<file path="src/rtl/rx_flag_pkg.sv">
package rx_flag_pkg;

    localparam int STAT_W   = 8;
    localparam int B_BUSY   = 1;
    localparam int B_FIN    = 2;
    localparam int B_EN     = 3;
    localparam int B_OVR    = 4;
    localparam int B_PAR    = 5;
    localparam int B_FRM    = 6;
    localparam int B_ERR    = 7;

    typedef struct packed {
        logic en;
        logic fin;
        logic ovr;
        logic par;
        logic frm;
        logic irq;
        logic dma;
    } flag_s;

endpackage

</file>
<file path="src/rtl/rx_parity_eval.sv">
module rx_parity_eval #(
    parameter int DW = 8
) (
    input  logic [DW-1:0] data,
    input  logic          par_bit,
    input  logic          uart_mode,
    input  logic          par_en,
    input  logic          par_odd,
    input  logic          stop_bad,
    output logic          par_err,
    output logic          frm_err
);

    logic ones_odd;

    // total ones across data and parity bit; mismatch against selected sense
    always_comb begin
        ones_odd = par_bit;
        for (int i = 0; i < DW; i++) begin
            ones_odd = ones_odd ^ data[i];
        end
        par_err = uart_mode & par_en & (ones_odd != par_odd);
        frm_err = uart_mode & stop_bad;
    end

endmodule

</file>
<file path="src/rtl/rx_busy_track.sv">
module rx_busy_track (
    input  logic clk,
    input  logic rst_n,
    input  logic en,
    input  logic start,
    input  logic done,
    output logic busy
);

    logic busy_d, busy_q;

    always_comb begin
        busy_d = busy_q;
        if (!en) begin
            busy_d = 1'b0;
        end else if (start) begin
            busy_d = 1'b1;
        end else if (done) begin
            busy_d = 1'b0;
        end
    end

    always_ff @(posedge clk or negedge rst_n) begin
        if (!rst_n) begin
            busy_q <= 1'b0;
        end else begin
            busy_q <= busy_d;
        end
    end

    assign busy = busy_q;

endmodule

</file>
<file path="src/rtl/rx_flag_ctrl.sv">
module rx_flag_ctrl
    import rx_flag_pkg::*;
#(
    parameter int DW = 8
) (
    input  logic              clk,
    input  logic              rst_n,
    input  logic              rx_en,
    input  logic              uart_mode,
    input  logic              par_en,
    input  logic              par_odd,
    input  logic              frm_start,
    input  logic              frm_done,
    input  logic [DW-1:0]     frm_data,
    input  logic              frm_par_bit,
    input  logic              frm_stop_bad,
    input  logic              buf_rd_lo,
    output logic [DW-1:0]     buf_data,
    output logic [STAT_W-1:0] stat_word,
    output logic              irq_req,
    output logic              dma_req
);

    flag_s         st_d, st_q;
    logic [DW-1:0] buf_d, buf_q;
    logic          busy;
    logic          par_err, frm_err;
    logic          rd_ok, take, spill;

    rx_parity_eval #(.DW(DW)) u_par (
        .data      (frm_data),
        .par_bit   (frm_par_bit),
        .uart_mode (uart_mode),
        .par_en    (par_en),
        .par_odd   (par_odd),
        .stop_bad  (frm_stop_bad),
        .par_err   (par_err),
        .frm_err   (frm_err)
    );

    rx_busy_track u_busy (
        .clk   (clk),
        .rst_n (rst_n),
        .en    (rx_en),
        .start (frm_start),
        .done  (frm_done),
        .busy  (busy)
    );

    always_comb begin
        st_d     = st_q;
        buf_d    = buf_q;
        st_d.en  = rx_en;
        st_d.irq = 1'b0;
        st_d.dma = 1'b0;
        // a read frees the buffer only when no overrun is latched
        rd_ok    = rx_en & buf_rd_lo & ~st_q.ovr;
        take     = rx_en & frm_done & ~st_q.ovr & (~st_q.fin | buf_rd_lo);
        spill    = rx_en & frm_done & ~take;
        if (!rx_en) begin
            st_d.fin = 1'b0;
            st_d.ovr = 1'b0;
            st_d.par = 1'b0;
            st_d.frm = 1'b0;
        end else begin
            if (rd_ok) begin
                st_d.fin = 1'b0;
                st_d.par = 1'b0;
                st_d.frm = 1'b0;
            end
            if (take) begin
                buf_d    = frm_data;
                st_d.fin = 1'b1;
                st_d.par = par_err;
                st_d.frm = frm_err;
                st_d.irq = 1'b1;
                st_d.dma = ~par_err;
            end
            if (spill) begin
                st_d.ovr = 1'b1;
            end
        end
    end

    always_ff @(posedge clk or negedge rst_n) begin
        if (!rst_n) begin
            st_q  <= '0;
            buf_q <= '0;
        end else begin
            st_q  <= st_d;
            buf_q <= buf_d;
        end
    end

    always_comb begin
        stat_word         = '0;
        stat_word[B_BUSY] = busy;
        stat_word[B_FIN]  = st_q.fin;
        stat_word[B_EN]   = st_q.en;
        stat_word[B_OVR]  = st_q.ovr;
        stat_word[B_PAR]  = st_q.par;
        stat_word[B_FRM]  = st_q.frm;
        stat_word[B_ERR]  = st_q.ovr | st_q.par | st_q.frm;
    end

    assign buf_data = buf_q;
    assign irq_req  = st_q.irq;
    assign dma_req  = st_q.dma;

endmodule

</file>
<file path="config.mk">
export PLATFORM = sky130hd
export DESIGN_NAME = rx_flag_ctrl
export DESIGN_NICKNAME = d
export VERILOG_FILES = /design/src/rtl/rx_flag_pkg.sv /design/src/rtl/rx_parity_eval.sv /design/src/rtl/rx_busy_track.sv /design/src/rtl/rx_flag_ctrl.sv
export SDC_FILE = /design/constraint.sdc
export NUM_CORES = 1
export LEC_CHECK = 0
export BUFFER_PORTS_ARGS = -buffer_cell sky130_fd_sc_hd__buf_2
export CAP_MARGIN = 20
export CORE_ASPECT_RATIO = 0.7
export CORE_UTILIZATION = 40
export CTS_CLUSTER_SIZE = 10
export DETAILED_ROUTE_END_ITERATION = 16
export HOLD_SLACK_MARGIN = 0.06
export PLACE_DENSITY = 0.73
export SYNTH_ARGS = -nofsm -noshare
export SYNTH_HDL_FRONTEND = slang
export SYNTH_HIERARCHICAL = 1
export SYNTH_SLANG_ARGS = --single-unit
</file>
<file path="constraint.sdc">
create_clock -name clk -period 1.3 [get_ports clk]
set_input_delay 0.26 -clock clk [delete_from_list [all_inputs] [get_ports clk]]
set_output_delay 0.26 -clock clk [all_outputs]
set_load 0.05 [all_outputs]
</file>
==> flow_summary.yaml, run 1 <==
sta:
  max_freq_mhz: 670.7
  setup_ws_ns: -0.1909
  fin_crit_sh_pct: 114.7
  fin_worst_skew_ns: 0.0006369
  rsz0062_at_grt: "true"
  drv_slew: 0
  final-setup-viol-count: 4
  min_period_ns: 1.491
  hold_violations: 0
flow_run:
  max_cap_violations: 0
detailed_routing:
  ant_nets: 0
  drc: 0
  wl_mm: 1.521
  drt-pass1-iter-count: 2
  drt-vias-per-instance: 4.715
  routedWlPerCell_um: 12.37
  vias: 580
  drtIter0Drc: 6
power_and_ir_drop:
  swShare_pct: 36.86
  p_leak_nw: 0.5476
  internal_power_uw: 919.4
  clock_power_share_pct: 22.1
  sequentialPowerShare_pct: 40.3
  p_sw_uw: 536.8
  power_mw: 1.456
  power_density_nw_per_um2: 1339
  ir_drop_v: 0.001100
  pwr-share-comb_pct: 37.6
critical_path:
  cp.required_ns: 1.04
  critPathKind: "flop to primary output"
  crit_start: "stat_word[5]$_DFFE_PN0P_"
  crit_arrival_ns: 1.23
  rr_worst_depth: 5
  endpoint_kind: "primary output"
  rrSetupSlack_ns: -0.02
  r2r_start: "stat_word[4]$_DFFE_PN0P_"
  critPathMaxFanout: 2
  crit_path_start_kind: "flop"
yosys:
  synth_top_area_share_pct: 52.03
  synth_cell_types: 23
  synthCells: 58
  ys_ff_latch: 16
  yosysSeqAreaShare_pct: 52.03
  avgSynthCellArea_um2: 13.27
  synth_top_area_cell: "dfrtp_1"
  synth_fp_nets: 77
  synth_area_um2: 769.5
  synth_area_leaders: "dfrtp_1, mux2_2, xnor2_1, nor2b_4, xnor3_1"
  ys_warn_count: 6
clock_tree:
  insertion_delay_ns: 0.28
  clock_path_buffers: 2
  clockRootBuffer: "clkbuf_4"
  tritoncts: "built"
  cts.clk_slew.worst_paths_ns: 0.09
  htree_levels: 1
  clock-sinks: 16
  cts_buffers: 3
grt:
  overflow: 0
  grt_use_total_pct: 16.28
  grt_max_degree: 17
  antenna_found_initial: 0
  grt_pass1_vias: 508
  grt_pass1_wl_mm: 2.208
place:
  place_ws_ns: -0.2382
  dpl.cell_count: 114
  place_hpwl_mm: 1.149
  portBuffers: 35
  gp_congestion: 0.8372
run_status:
  violations: "setup timing"
  outcome: "finished, violations left"
floorplan:
  io_pins: 37
  placementRows: 12
  coreArea_um2: 1697
  die_w_um: 54.43
  die-height_um: 38.70
  initial_core_util_pct: 45.35
  dieArea_um2: 2106
finish:
  ff_latch_area_um2: 402.9
  multi_input_area_um2: 372.9
  final_common_cell: "buf_2"
  antenna_cells: 0
  final_cell_mix: "buf_2, dfrtp_1, mux2_2"
  fillers: 137
  drive_above_1_share_pct: 58.82
  area_delta_synth_final_pct: 41.30
  stdcell_count: 123
  nets: 122
worst_hold_path:
  min_path_type: "primary input to flop"
  holdPathStages: 2
  hold_start: "frm_start"
[worst max-delay path, cell delays in order (launching register included)]
cell and delay [ns]:
dfrtp_1 0.40, or3_4 0.39, buf_6 0.16
[final timing paths]
path	to
worst max-delay path	stat_word[7]
worst min-delay path	u_busy/busy$_DFFE_PN0P_
worst max register to register	stat_word[6]$_DFFE_PN0P_
worst min register to register	buf_data[2]$_DFFE_PN0P_
max in group asynchronous	stat_word[4]$_DFFE_PN0P_
min in group asynchronous	u_busy/busy$_DFFE_PN0P_
[kinds of logic after synthesis]
| logic type | count (synthesis) | synth area share [%] |
|---|---|---|
| compound gates | 7 | 6.178 |
| xor+xnor | 8 | 11.87 |
| buf+inv | 3 | 2.438 |
| flops | 16 | 52.03 |
| mux | 8 | 11.71 |
| other cells | 1 | 0.4873 |
| simple gates | 15 | 15.29 |
[metal layers]
| metal | vias up | GRT usage, % | part of all wire [%] | wire length, µm |
|---|---|---|---|---|
| met5 | - | 0 | 0 | 0 |
| met4 | 0 | 3.846 | 0.72 | 11 |
| met3 | 2 | 7.451 | 6.2 | 94 |
| met2 | 21 | 27.44 | 50 | 756 |
| met1 | 268 | 18.81 | 43 | 659 |
| li1 | 289 | - | - | - |
[state kept, by name, indices dropped and copies added, names as in the netlist]
name	cells
buf_data	8
stat_word	5
irq_req	1
u_busy/busy	1
dma_req	1
[Yosys cell counts]
cell	n
xnor3_1	1
o211ai_1	2
a21boi_0	2
o21a_1	1
or2b_1	1
nor2b_4	2
nand3_4	1
nand2b_1	2
dfrtp_1	16
xnor2_1	6
nor2b_1	2
and2_1	1
nor2_1	1
mux2_2	8
and3_1	1
inv_1	1
xnor2_2	1
and2b_1	1
conb_1	1
or3_1	1
buf_4	2
a21oi_1	2
nand3_1	2
[metrics by stage]
| stage | TNS, ns | utilization, % | instance area (µm²) | hold slack (ns) |
|---|---|---|---|---|
| finish | -0.3179 | 64.09 | 1087 | 0.1849 |
| floorplan | -0.08216 | - | 777.0 | -0.03559 |
| CTS | -0.4000 | 62.17 | 1055 | 0.1654 |
| global placement | -0.2714 | 57.67 | 978.4 | 0.1935 |
| global route | -0.8505 | 64.09 | 1087 | 0.1764 |
| detailed placement | -0.3420 | 57.67 | 978.4 | 0.1923 |
[power by group through the flow]
stage / combinational (mW) / sequential [mW] / clock (mW)
detailed placement: 0.523 / 0.599 / 0
CTS: 0.540 / 0.589 / 0.338
floorplan: 0.176 / 0.812 / 0
global route: 0.575 / 0.595 / 0.354
finish: 0.547 / 0.587 / 0.321
global placement: 0.517 / 0.595 / 0
[final cells by class]
cell class	instances	area share, %
tap	21	2.417
clock buffer	4	3.337
inverter	1	0.3452
multi-input combinational	40	34.29
sequential	16	37.05
timing repair buffer	41	22.55
[timing repair]
| action | 4_1_cts | 5_1_grt |
|---|---|---|
| gates cloned | 0 | 1 |
| setup buffers | 2 | 2 |
| endpoints found under the setup margin | 3 | 12 |
| hold endpoints to repair | 16 | 0 |
| pin swaps | 1 | 0 |
| hold buffers | 1 | 0 |
| gates resized for setup | 8 | 1 |
Note: power is estimated with default switching activity, not from simulation.
==> inputs of run 2 (changes only) <==
Settings changed: CORE_ASPECT_RATIO 0.7 to unset, PLACE_DENSITY 0.73 to 0.74, SYNTH_HIERARCHICAL 1 to unset.
==> flow_summary.yaml, run 2 <==
yosys:
  synth_cell_types: 20
  synth_ff_type: "dfrtp_1"
  synth-edff-count: 0
  avgSynthCellArea_um2: 13.17
  ys_ff_latch: 16
  synthCells: 55
  async_reset_ff_share_pct: 100.0
  synth_area_leaders: "dfrtp_1, mux2_2, xnor2_1, buf_4, xnor3_1"
  post_synth_most_frequent_cells: "dfrtp_1, mux2_2, xnor2_1"
  synth_top_area_cell: "dfrtp_1"
  synth_top_area_share_pct: 55.27
  synth_area_um2: 724.4
  yosysMostFrequentCell: "dfrtp_1"
  yosysSeqAreaShare_pct: 55.27
  ys_warn_count: 0
  synth_fp_nets: 74
sta:
  fin_crit_sh_pct: 114.1
  fin_worst_skew_ns: 0.001002
  min_period_ns: 1.483
  rsz0062_at_grt: "true"
  setup_ws_ns: -0.1828
  drv_slew: 0
  hold_violations: 0
  max_freq_mhz: 674.4
  final-setup-viol-count: 12
clock_tree:
  cts_buffers: 3
  clock-sinks: 16
  cts.clk_slew.worst_paths_ns: 0.09
  clockRootBuffer: "clkbuf_4"
  insertion_delay_ns: 0.28
  tritoncts: "built"
  htree_levels: 1
  clock_path_buffers: 2
finish:
  final_common_cell: "buf_2"
  antenna_cells: 0
  final_cell_area_um2: 1112
  final_cell_mix: "buf_2, dfrtp_1, mux2_4"
  stdcell_count: 126
  fillers: 134
  nets: 121
  largest_reg_flops: 8
  drive_above_1_share_pct: 63.37
  area_delta_synth_final_pct: 53.54
worst_hold_path:
  hold_start: "par_en"
  whs_endpoint: "dma_req$_DFF_PN0_"
  holdPathStages: 2
  min_path_type: "primary input to flop"
detailed_routing:
  drt-pass1-iter-count: 12
  routedWlPerCell_um: 10.24
  ant_nets: 0
  vias: 546
  wl_mm: 1.290
  drt-vias-per-instance: 4.333
  drtIter0Drc: 8
  drc: 3
critical_path:
  crit_path_max_incr_delay_ns: 0.41
  rrSetupSlack_ns: -0.10
  critPathKind: "flop to primary output"
  timing.rr.end: "buf_data[6]$_DFFE_PN0P_"
  crit_family: "flip-flops"
  r2r_start: "stat_word[4]$_DFFE_PN0P_"
  endpoint_kind: "primary output"
  crit_chain: "or3_4 > buf_6"
  crit_path_start_kind: "flop"
  crit_buf_inv: 1
  crit_path_top_delay_cell: "dfrtp_2"
  cp.required_ns: 1.04
  rr_worst_depth: 5
  crit_arrival_ns: 1.22
  critPathMaxFanout: 2
place:
  portBuffers: 35
  dpl.cell_count: 117
  placed_area_um2: 998.5
  place_hpwl_um: 967.9
  gp_congestion: 0.6966
  place_ws_ns: -0.1466
floorplan:
  placementRows: 15
  io_pins: 37
  die-height_um: 44.56
  dieArea_um2: 1985
  coreArea_um2: 1708
  initial_core_util_pct: 42.42
  die_w_um: 44.56
run_status:
  violations: "DRC, setup timing"
  outcome: "finished, violations left"
power_and_ir_drop:
  p_leak_nw: 0.5616
  ir_drop_v: 0.0007793
  power_density_nw_per_um2: 1317
grt:
  grt_pass1_wl_mm: 2.145
  overflow: 0
  grt_max_degree: 17
  antenna_found_initial: 0
  grt_pass1_vias: 516
  grt_use_total_pct: 15.06
flow_run:
  max_cap_violations: 0
run 2: cell count changes after synthesis, moves of 2 or more:
| cell | previous run | this run |
|---|---|---|
| nor2b_4 | 2 | 0 |
| nand2_1 | 0 | 4 |
| o211ai_1 | 2 | 0 |
| nand2b_1 | 2 | 0 |
run 2: stage by stage:
| step | total power, mW | TNS (ns) | utilization [%] | hold slack (ns) |
|---|---|---|---|---|
| floorplan | 1.030 | -0.9281 | - | -0.03559 |
| global placement | 1.169 | -0.1756 | 58.46 | 0.1839 |
| detailed placement | 1.174 | -0.2494 | 58.46 | 0.1901 |
| CTS | 1.470 | -0.7755 | 63.44 | 0.1619 |
| global route | 1.548 | -1.844 | 65.13 | 0.1773 |
| finish | 1.465 | -1.094 | 65.13 | 0.1772 |
run 2: report_power, final:
part / switching [mW] / internal [mW]
clock: 0.145 / 0.119
sequential: 0.0300 / 0.563
combinational: 0.373 / 0.236
run 2: layer usage:
metal | part of all wire [%] | track usage (%) | vias to the layer above
met5 | 0 | 0 | -
met4 | 0 | 7.273 | 0
met3 | 3.5 | 2.449 | 0
met2 | 48 | 22.35 | 15
met1 | 48 | 21.49 | 254
li1 | - | - | 277
run 2: area by class of cell:
| type | count | area, µm² | area share [%] |
|---|---|---|---|
| multi-input cells | 34 | 336.6 | 30.26 |
| inverters | 2 | 10.01 | 0.8999 |
| repair buffers | 45 | 302.8 | 27.22 |
| well taps | 25 | 31.28 | 2.812 |
| clock buffers | 4 | 26.28 | 2.362 |
| flip-flops and latches | 16 | 405.4 | 36.45 |
run 2: worst max-delay path by stage:
stage | startpoint | end | cells after the start
after floorplan | stat_word[2]$_DFFE_PN0P_ | buf_data[0]$_DFFE_PN0P_ | 4
after global placement | frm_data[5] | stat_word[5]$_DFFE_PN0P_ | 5
after detailed placement | frm_data[5] | stat_word[5]$_DFFE_PN0P_ | 5
after CTS | stat_word[4]$_DFFE_PN0P_ | stat_word[7] | 2
after global routing | stat_word[4]$_DFFE_PN0P_ | stat_word[7] | 2
final | stat_word[4]$_DFFE_PN0P_ | stat_word[7] | 2
run 2: cell families after synthesis:
group | synth area share [%]
compound gates | 5.700
flops | 55.27
mux | 12.44
other cells | 0.5176
buf+inv | 4.145
simple gates | 9.327
xor+xnor | 12.61
run 2: repair_timing:
action / CTS / global route
hold endpoints to repair: 16 / 0
pin swaps: 2 / 0
hold buffers: 1 / 0
endpoints found under the setup margin: 5 / 13
resized for setup: 10 / 8
buffers inserted: 3 / 1
